$ cat src/rtl/flash_seq_pkg.sv
package flash_seq_pkg;

   typedef enum logic [1:0] {
      FS_IDLE = 2'd0,
      FS_PROG = 2'd1,
      FS_AUTO = 2'd2
   } fs_state_e;

   function automatic bit is_pow2(int unsigned v);
      return (v != 0) && ((v & (v - 1)) == 0);
   endfunction

endpackage

$ cat src/rtl/fseq_cfg_reg.sv
module fseq_cfg_reg #(
   parameter int unsigned WAIT_W   = 4,
   parameter int unsigned WAIT_RST = 0,
   parameter bit          AUTO_RST = 1'b1
) (
   input  logic              clk,
   input  logic              rst_n,
   input  logic              we,
   input  logic [WAIT_W-1:0] wait_d,
   input  logic              auto_d,
   output logic [WAIT_W-1:0] wait_q,
   output logic              auto_q
);

   localparam logic [WAIT_W-1:0] WAIT_INIT = WAIT_W'(WAIT_RST);

   always_ff @(posedge clk or negedge rst_n) begin
      if (!rst_n) begin
         wait_q <= WAIT_INIT;
         auto_q <= AUTO_RST;
      end else if (we) begin
         wait_q <= wait_d;
         auto_q <= auto_d;
      end
   end

   // without a load strobe the configuration holds
   p_cfg_hold_r9: assert property (@(posedge clk) disable iff (!rst_n)
      !we |=> ($stable(wait_q) && $stable(auto_q)));

   // a load strobe takes the offered values
   p_cfg_load_r9: assert property (@(posedge clk) disable iff (!rst_n)
      we |=> (wait_q == $past(wait_d) && auto_q == $past(auto_d)));

endmodule

$ cat src/rtl/fseq_wait_ctr.sv
module fseq_wait_ctr #(
   parameter int unsigned CNT_W = 4
) (
   input  logic             clk,
   input  logic             rst_n,
   input  logic             load,
   input  logic [CNT_W-1:0] load_val,
   input  logic             run,
   output logic             zero
);

   logic [CNT_W-1:0] cnt;

   always_ff @(posedge clk or negedge rst_n) begin
      if (!rst_n) begin
         cnt <= '0;
      end else if (load) begin
         cnt <= load_val;
      end else if (run && cnt != '0) begin
         cnt <= cnt - 1'b1;
      end
   end

   assign zero = (cnt == '0);

   // while running, each edge removes exactly one wait state
   p_count_down_r2: assert property (@(posedge clk) disable iff (!rst_n)
      (run && !load && cnt != '0) |=> (cnt == $past(cnt) - 1'b1));

   // an exhausted counter stays at zero until reloaded
   p_stay_zero_r2: assert property (@(posedge clk) disable iff (!rst_n)
      (!load && cnt == '0) |=> zero);

endmodule

$ cat src/rtl/fseq_line_cache.sv
module fseq_line_cache #(
   parameter int unsigned TAG_W    = 14,
   parameter int unsigned DATA_W   = 32,
   parameter bit          CACHE_EN = 1'b1
) (
   input  logic              clk,
   input  logic              rst_n,
   input  logic [TAG_W-1:0]  look_tag,
   input  logic              off,
   input  logic              flush,
   input  logic              fill,
   input  logic [TAG_W-1:0]  fill_tag,
   input  logic [DATA_W-1:0] fill_data,
   output logic              hit,
   output logic [DATA_W-1:0] line_data
);

   if (CACHE_EN) begin : g_line
      logic              valid_q;
      logic [TAG_W-1:0]  tag_q;
      logic [DATA_W-1:0] data_q;

      always_ff @(posedge clk or negedge rst_n) begin
         if (!rst_n) begin
            valid_q <= 1'b0;
            tag_q   <= '0;
            data_q  <= '0;
         end else if (flush) begin
            valid_q <= 1'b0;
         end else if (fill) begin
            valid_q <= 1'b1;
            tag_q   <= fill_tag;
            data_q  <= fill_data;
         end
      end

      assign hit       = valid_q && !off && !flush && (tag_q == look_tag);
      assign line_data = data_q;

      // a program/erase start leaves no valid line behind
      p_flush_clears_r7: assert property (@(posedge clk) disable iff (!rst_n)
         flush |=> !valid_q);

      // a fill without flush makes the filled word hit
      p_fill_sets_r5: assert property (@(posedge clk) disable iff (!rst_n)
         (fill && !flush) |=> (valid_q && tag_q == $past(fill_tag)));
   end else begin : g_none
      logic unused_inputs;
      assign unused_inputs = ^{clk, rst_n, look_tag, off, flush, fill,
                               fill_tag, fill_data};
      assign hit       = 1'b0;
      assign line_data = '0;
   end

endmodule

$ cat src/rtl/flash_rd_seq.sv
module flash_rd_seq
   import flash_seq_pkg::*;
#(
   parameter int unsigned ADDR_W     = 16,
   parameter int unsigned DATA_W     = 32,
   parameter int unsigned WORD_BYTES = 4,
   parameter int unsigned WAIT_W     = 4,
   parameter int unsigned WAIT_RST   = 0,
   parameter bit          AUTO_RST   = 1'b1,
   parameter bit          CACHE_EN   = 1'b1,
   localparam int unsigned OFF_W     = $clog2(WORD_BYTES),
   localparam int unsigned WADDR_W   = ADDR_W - OFF_W
) (
   input  logic               clk,
   input  logic               rst_n,
   input  logic               cfg_we,
   input  logic [WAIT_W-1:0]  cfg_wait_d,
   input  logic               cfg_auto_d,
   input  logic               cache_off,
   input  logic               pe_start,
   input  logic               req_valid,
   output logic               req_ready,
   input  logic [ADDR_W-1:0]  req_addr,
   output logic               rsp_valid,
   output logic [DATA_W-1:0]  rsp_data,
   output logic               arr_req,
   output logic [WADDR_W-1:0] arr_addr,
   input  logic               arr_ready,
   input  logic [DATA_W-1:0]  arr_data
);

   if (!is_pow2(WORD_BYTES)) begin : g_bad_word
      $error("WORD_BYTES must be a power of two");
   end
   if (ADDR_W <= OFF_W) begin : g_bad_addr
      $error("ADDR_W must exceed the byte offset width");
   end
   if (WAIT_W < 1 || WAIT_RST >= (1 << WAIT_W)) begin : g_bad_wait
      $error("WAIT_W too small or WAIT_RST out of range");
   end

   fs_state_e          state;
   logic [WAIT_W-1:0]  wait_q;
   logic               auto_q;
   logic               ctr_zero;
   logic               cache_hit;
   logic [DATA_W-1:0]  line_data;
   logic               use_cache_q;
   logic [WADDR_W-1:0] look_tag;
   logic               accept;
   logic               done;
   logic               fill;

   assign look_tag  = req_addr[ADDR_W-1:OFF_W];
   assign req_ready = (state == FS_IDLE);
   assign accept    = req_valid && req_ready;
   assign done      = ((state == FS_PROG) && ctr_zero) ||
                      ((state == FS_AUTO) && arr_ready);
   assign fill      = done && use_cache_q;

   fseq_cfg_reg #(
      .WAIT_W   (WAIT_W),
      .WAIT_RST (WAIT_RST),
      .AUTO_RST (AUTO_RST)
   ) i_cfg (
      .clk    (clk),
      .rst_n  (rst_n),
      .we     (cfg_we),
      .wait_d (cfg_wait_d),
      .auto_d (cfg_auto_d),
      .wait_q (wait_q),
      .auto_q (auto_q)
   );

   fseq_wait_ctr #(
      .CNT_W (WAIT_W)
   ) i_ctr (
      .clk      (clk),
      .rst_n    (rst_n),
      .load     (accept),
      .load_val (wait_q),
      .run      (state == FS_PROG),
      .zero     (ctr_zero)
   );

   fseq_line_cache #(
      .TAG_W    (WADDR_W),
      .DATA_W   (DATA_W),
      .CACHE_EN (CACHE_EN)
   ) i_line (
      .clk       (clk),
      .rst_n     (rst_n),
      .look_tag  (look_tag),
      .off       (cache_off),
      .flush     (pe_start),
      .fill      (fill),
      .fill_tag  (arr_addr),
      .fill_data (arr_data),
      .hit       (cache_hit),
      .line_data (line_data)
   );

   always_ff @(posedge clk or negedge rst_n) begin
      if (!rst_n) begin
         state       <= FS_IDLE;
         rsp_valid   <= 1'b0;
         rsp_data    <= '0;
         arr_req     <= 1'b0;
         arr_addr    <= '0;
         use_cache_q <= 1'b0;
      end else begin
         rsp_valid <= 1'b0;
         unique case (state)
            FS_IDLE: begin
               if (accept) begin
                  if (cache_hit) begin
                     rsp_valid <= 1'b1;
                     rsp_data  <= line_data;
                  end else begin
                     arr_req     <= 1'b1;
                     arr_addr    <= look_tag;
                     use_cache_q <= !cache_off;
                     state       <= auto_q ? FS_AUTO : FS_PROG;
                  end
               end
            end
            FS_PROG, FS_AUTO: begin
               if (done) begin
                  rsp_valid <= 1'b1;
                  rsp_data  <= arr_data;
                  arr_req   <= 1'b0;
                  state     <= FS_IDLE;
               end
            end
            default: state <= FS_IDLE;
         endcase
      end
   end

   // every accepted request either answers at once or starts an access
   p_accept_acts_r4: assert property (@(posedge clk) disable iff (!rst_n)
      accept |=> (rsp_valid || arr_req));

   // no new request is taken while the array is busy
   p_busy_not_ready_r4: assert property (@(posedge clk) disable iff (!rst_n)
      arr_req |-> !req_ready);

   // a hit answers without touching the array
   p_hit_skips_array_r5: assert property (@(posedge clk) disable iff (!rst_n)
      (accept && cache_hit) |=> (rsp_valid && !arr_req));

   // with the cache bypassed the array is always used
   p_off_goes_array_r6: assert property (@(posedge clk) disable iff (!rst_n)
      (accept && cache_off) |=> (arr_req && !rsp_valid));

   // automatic mode adds at least one cycle
   p_auto_min_one_r3: assert property (@(posedge clk) disable iff (!rst_n)
      (accept && auto_q && !cache_hit) |=> !rsp_valid);

   // automatic completion only on a sampled ready
   p_auto_needs_ready_r3: assert property (@(posedge clk) disable iff (!rst_n)
      (rsp_valid && $past(state == FS_AUTO)) |-> $past(arr_ready));

   // array address is stable during an access
   p_addr_hold_r10: assert property (@(posedge clk) disable iff (!rst_n)
      (arr_req && $past(arr_req)) |-> $stable(arr_addr));

endmodule

$ cat config.mk
export PLATFORM = sky130hd
export DESIGN_NAME = flash_rd_seq
export DESIGN_NICKNAME = d
export VERILOG_FILES = /design/src/rtl/flash_seq_pkg.sv /design/src/rtl/fseq_cfg_reg.sv /design/src/rtl/fseq_wait_ctr.sv /design/src/rtl/fseq_line_cache.sv /design/src/rtl/flash_rd_seq.sv
export SDC_FILE = /design/constraint.sdc
export NUM_CORES = 1
export LEC_CHECK = 0
export ABC_AREA = 1
export BUFFER_PORTS_ARGS = -buffer_cell sky130_fd_sc_hd__buf_2
export CAP_MARGIN = 20
export CORE_MARGIN = 4
export CORE_UTILIZATION = 55
export DETAILED_ROUTE_END_ITERATION = 10
export GPL_TIMING_DRIVEN = 1
export PLACE_DENSITY = 0.8
export RECOVER_POWER = 25
export SLEW_MARGIN = 40
export SYNTH_ARGS = -nofsm -noshare
export SYNTH_HDL_FRONTEND = slang
export SYNTH_HIERARCHICAL = 1
export SYNTH_SLANG_ARGS = --single-unit
export TNS_END_PERCENT = 20
$ cat constraint.sdc
create_clock -name clk -period 2.33 [get_ports clk]
set_clock_uncertainty 0.15 [all_clocks]
set_input_delay 0.466 -clock clk [delete_from_list [all_inputs] [get_ports clk]]
set_output_delay 0.466 -clock clk [all_outputs]
set_load 0.005 [all_outputs]
; ---- Word level (Yosys, flattened, before mapping)
; Index checks and enable logic that the tools add are counted.
[classes]
n_div = 0
add_sub_neg = 1
n_eq_ne = 7
multipliers = 0
bitwise = 2
n_reduce_logical = 23
n_shift = 0
muxes = 21
n_lt_le_gt_ge = 0
[op_table]
columns = op, n
row1 = 32-bit 2-to-1 mux, 3
row2 = 32-bit case mux with 2 select lines, 1
row3 = 14-bit equality test, 1
row4 = 1-bit logical AND, 8
row5 = 1-bit 2-to-1 mux, 8
row6 = 2-bit 2-to-1 mux, 4
row7 = 4-bit 2-to-1 mux, 2
row8 = 4-bit AND reduction, 2
row9 = 3-bit AND reduction, 2
row10 = 2-bit nonzero test, 3
row11 = 4-bit zero test, 1
row12 = "2-bit by 1-bit != test with 1-bit output, second input constant", 2
row13 = "2-bit != test, second input constant", 2
row14 = 1-bit case mux with 2 select lines, 2
row15 = 2-bit case mux with 2 select lines, 1
row16 = 4-bit nonzero test, 1
row17 = "4-bit by 1-bit subtractor with 4-bit output, second input constant", 1
row18 = "2-bit by 1-bit equality test with 1-bit output, second input constant", 1
row19 = "2-bit equality test, second input constant", 1
row20 = 1-bit zero test, 2
row21 = 2-bit zero test, 1
row22 = 1-bit NOT, 2
row23 = 2-bit AND reduction, 1
row24 = 2-bit OR reduction, 1
row25 = 1-bit logical OR, 1
[word_totals]
ff_bits = 107
mem_bits_ro = 0
elab_cells = 66
latchBits = 0
n_memories = 0
mem_bits_rw = 0

; ---- Logic depth before layout (Yosys ltp)
[depth]
ltp_word = 7
mapped_depth = 14
mapped_depth_nobuf = 13

; ---- Hierarchy
; The synthesis kept the hierarchy.
[modules_own_cells]
columns = mod, seq_area_each_um2, instances, cells_per_inst, area_per_inst_um2
row1 = flash_rd_seq, 1276.2, 1, 346, 2538.7
row2 = fseq_line_cache, 1176.1, 1, 176, 2157.1
row3 = fseq_wait_ctr, 100.1, 1, 46, 295.3
row4 = fseq_cfg_reg, 126.4, 1, 21, 186.4

; ---- Worst setup path before layout
; OpenSTA, ideal clock, no wires.
[synth_path]
path_type = register to register
from = register i_ctr.cnt[0]
to = register i_line.g_line.tag_q[11]
arrival_time_ns = 1.740
path_stages_with_launch = 10
setup_slack_ns = 0.315
synth_period_minus_slack_ns = 2.015
path_buffers = 1
cell_sequence = dfrtp_1 inv_1 ha_1 nand2_2 inv_1 nand2_1 a21boi_0 nand2_4 buf_6 mux2_4
[synth_via]
elab_chain_len = 5
[synth_lines]
columns = element, line_no
row1 = "start, declared", fseq_wait_ctr.sv:12  ; logic [CNT_W-1:0] cnt;
row2 = "start signal, assigned", fseq_wait_ctr.sv:18  ; cnt <= load_val;
row3 = "start signal, assigned", fseq_wait_ctr.sv:20  ; cnt <= cnt - 1'b1;
row4 = 4-bit zero test, fseq_wait_ctr.sv:24  ; assign zero = (cnt == '0);
row5 = via ctr_zero, flash_rd_seq.sv:45  ; logic ctr_zero;
row6 = 1-bit logical AND, flash_rd_seq.sv:57  ; assign done = ((state == FS_PROG) && ctr_zero) ||
row7 = 1-bit logical OR, flash_rd_seq.sv:57
row8 = 1-bit logical AND, flash_rd_seq.sv:59  ; assign fill = done && use_cache_q;
row9 = via fill, flash_rd_seq.sv:52  ; logic fill;
row10 = 2-bit AND reduction (no source line), n/a
row11 = "end signal, assigned", fseq_line_cache.sv:32  ; tag_q <= fill_tag;
row12 = "end, declared", fseq_line_cache.sv:20  ; logic [TAG_W-1:0] tag_q;
; The timed path passes the listed nets, and every way through them passes these cells.
; A chain may end at the register's enable or synchronous reset.

; ---- Worst setup path after layout
[layout_path]
from = register i_ctr.cnt[0]
to = register i_line.g_line.data_q[11], in the netlist i_line/line_data[11]
[layout_via]
elab_chain_len = 5
[layout_lines]
columns = element, line_no
row1 = 4-bit zero test, fseq_wait_ctr.sv:24
row2 = via ctr_zero, flash_rd_seq.sv:45
row3 = 1-bit logical AND, flash_rd_seq.sv:57
row4 = 1-bit logical OR, flash_rd_seq.sv:57
row5 = 1-bit logical AND, flash_rd_seq.sv:59
row6 = via fill, flash_rd_seq.sv:52
row7 = 2-bit AND reduction (no source line), n/a
row8 = "end signal, assigned", fseq_line_cache.sv:33  ; data_q <= fill_data;
row9 = "end, declared", fseq_line_cache.sv:21  ; logic [DATA_W-1:0] data_q;
; The timed path passes the listed nets, and every way through them passes these cells.

==> impl_metrics.ini <==
[grt]
gr-usage-all-layers = 0.214
grt_pass1_vias = 4171
grt_antenna_before_repair = 1
grt_max_degree = 36
grt_overflow = 0
grt_pass1_wl_mm = 19.2

[logic_synthesis]
synthAdderAreaFrac = 0.0121
syn_nets = 654
synth_top_area_frac = 0.512
synthCells = 589
netlist.top_cell.by_area = dfrtp_1
yosys.area_share.simple = 0.281
synth-xor-area-share = 0.00846
synth_top_family_by_area = simple AND/OR/NAND/NOR gates
ys.flop_type = dfrtp_1
synth_edf_count = 0
synth-seq-cells = 107
yosys-top-cells-count = nand2_1 (289), dfrtp_1 (106), nand3_1 (39), mux2_4 (35), inv_1 (33)
yosysMostFrequentCell = nand2_1
synth-compound-area-share = 0.0121
async_flop_share = 1.00
synth_area_leaders = dfrtp_1 (51%), nand2_1 (21%), mux2_4 (10%), nand3_1 (3.8%), inv_1 (2.4%)
synth_mux_area_frac = 0.110
ys_seq_area_frac = 0.517
synth_area_um2 = 5180
yosysUniqueCellTypes = 26
synth_warnings = 6
avgSynthCellArea_um2 = 8.79

[placement]
dp_cells = 801
hpwl_mm = 8.11
pre_cts_ws_ps = 87.8
placedInstanceArea_um2 = 5900
finalWeightedCongestion = 0.804
port_buffers = 106

[worst_setup_path]
rr_startpoint = i_ctr/cnt[0]
reg2reg_to = i_line/line_data[11]
crit_path_end_kind = flip-flop
critPathMaxFanout = 15
crit_buf_inv = 4
critPathTopFamily = buffers and inverters
crit_slowest_cell = dfrtp_1
max_stage_delay_ps = 410
worstSetupPathType = flip-flop to flip-flop
r2r_cells = 10
startpoint = i_ctr/cnt[0]
critPathLaunchType = flip-flop
cp.arrival_ps = 2280
required_ps = 2430
cp_cell_sequence = inv_1 -> ha_1 -> nand2_2 -> inv_1 -> nand2_1 -> a21boi_1 -> buf_4 -> nand2_8 -> clkbuf_16 -> mux2_4
rrSetupSlack_ps = 150
cp_common_cell = inv_1

[power_and_ir_drop]
leakage_nw = 3.63
power_mw = 7.76
powerDensity_nw_per_um2 = 1270
irDropWorstVdd_mv = 0.552

[routing]
routed_wl_mm = 11.4
vias = 4174
ant_nets = 0
first_iter_violations = 113
drt_pass1_iterations = 4
wl_per_cell_um = 13.9
vias_per_cell = 5.10
drc = 0

[job]
cap_violations = 0

[cts]
insertion_delay_ps = 360
cts-root-buf = clkbuf_8
clk_path_buf_depth = 2
cts_tree = yes
cts-buffers-inserted = 9
cts_sinks = 107
clk_pin_slew_ps = 100
htree_levels = 3

[timing]
setup_tns_ps = 0
max_freq_mhz = 459
holdWs_ps = 146
worst_pin_slew_ps = 881
fin_crit_ps = 2180
fin_ws_ps = 152
slew_violations = 0
rsz0062_at_grt = false
finalSetupViolations = 0
maxSlewHeadroom = 0.413
finalCritPeriodShare = 0.935
finalHoldViolations = 0

[outcome]
outcome = complete, no violations

[min_path]
whs_path_depth = 3
hold_path.class = primary input to flip-flop
hp-start = cfg_wait_d[2]
min_to = i_cfg/wait_q[2]

[final_layout]
layout-area-overhead-vs-synth_pct = 18.3
drive_gt1_frac = 0.275
final_cell_count_no_fill = 819
fin_area_um2 = 6130
final_util = 0.666
n_antenna_cell = 0
nets = 768

[die]
die_x_um = 105
rows = 35
core_um2 = 9200
die_y_um = 105
start_util = 0.563
die_area_um2 = 11000
ios = 109
[worst reg2reg max path, cell delays in order, from the launching register on]
cell	delay, ps
dfrtp_1	410
inv_1	100
ha_1	210
nand2_2	100
inv_1	60
nand2_1	90
a21boi_1	160
buf_4	150
nand2_8	120
clkbuf_16	210
mux2_4	300
[cell type report]
| cell class | count | area [um^2] |
|---|---|---|
| Fill cell | 778 | 3070 |
| Sequential cell | 107 | 2680 |
| Multi-Input combinational cell | 420 | 2210 |
| Timing Repair Buffer | 127 | 759 |
| Inverter | 38 | 143 |
| Tap cell | 111 | 139 |
| Clock buffer | 10 | 138 |
| Clock inverter | 6 | 63.8 |
[flip-flops by register name (all words and copies together), names as in the netlist, 2 cells and up]
register,flops
arr_addr,14
i_cfg/wait_q,4
i_ctr/cnt,4
rsp_data,32
i_line/g_line.tag_q,14
i_line/line_data,32
state,2
[power by group]
part | total [mW] | switching (mW) | internal [mW]
clock | 1.16 | 0.630 | 0.527
combinational | 3.45 | 1.88 | 1.57
sequential | 3.15 | 0.488 | 2.66
total | 7.76 | 3.00 | 4.76
[timing repair]
item                                    in CTS  in global routing
hold buffers                                 1                  0
hold endpoints to repair                    31                  0
setup buffers                                0                  0
gates resized for setup                      0                  3
endpoints found under the setup margin       0                 33
[cell families (layout without fill, tap and decap cells)]
group,Yosys count,after routing
and+or+nand+nor,359,359
DFF,107,107
buffers and inverters,62,181
muxes,39,39
AOI/OAI and AO/OA,12,12
adders and majority gates,5,5
xor gates and xnor gates,5,5
[routing by layer]
metal,up-vias,GRT usage,part of all wire
met5,-,0,0.0011
met4,2,0.0712,0.015
met3,18,0.0513,0.059
met2,117,0.363,0.49
met1,1990,0.269,0.44
li1,2047,-,-
[layout by cell type, fill, tap and decap left out, drive strengths merged]
cell and n:
a21boi 1, a21oi 8, buf 123, bufinv 1
clkbuf 13, clkinv 3, clkinvlp 2, dfrtp 106
dfstp 1, dlygate4sd3 1, ha 5, inv 38
mux2 39, nand2 295, nand3 39, nand3b 3
nand4 1, nor2 21, o21ai 3, xnor2 4
xor2 1
[worst max path at each step]
stage,to,slack (ps),cells past startpoint
global placement,i_line/line_data[16],120,10
global route,i_line/line_data[22],20,10
CTS,i_line/line_data[20],80,10
detailed placement,rsp_data[3],90,13
floorplan,i_line/g_line.tag_q[11],310,9
finish,i_line/line_data[11],150,10
No activity file was read; power rests on OpenSTA's default activity.
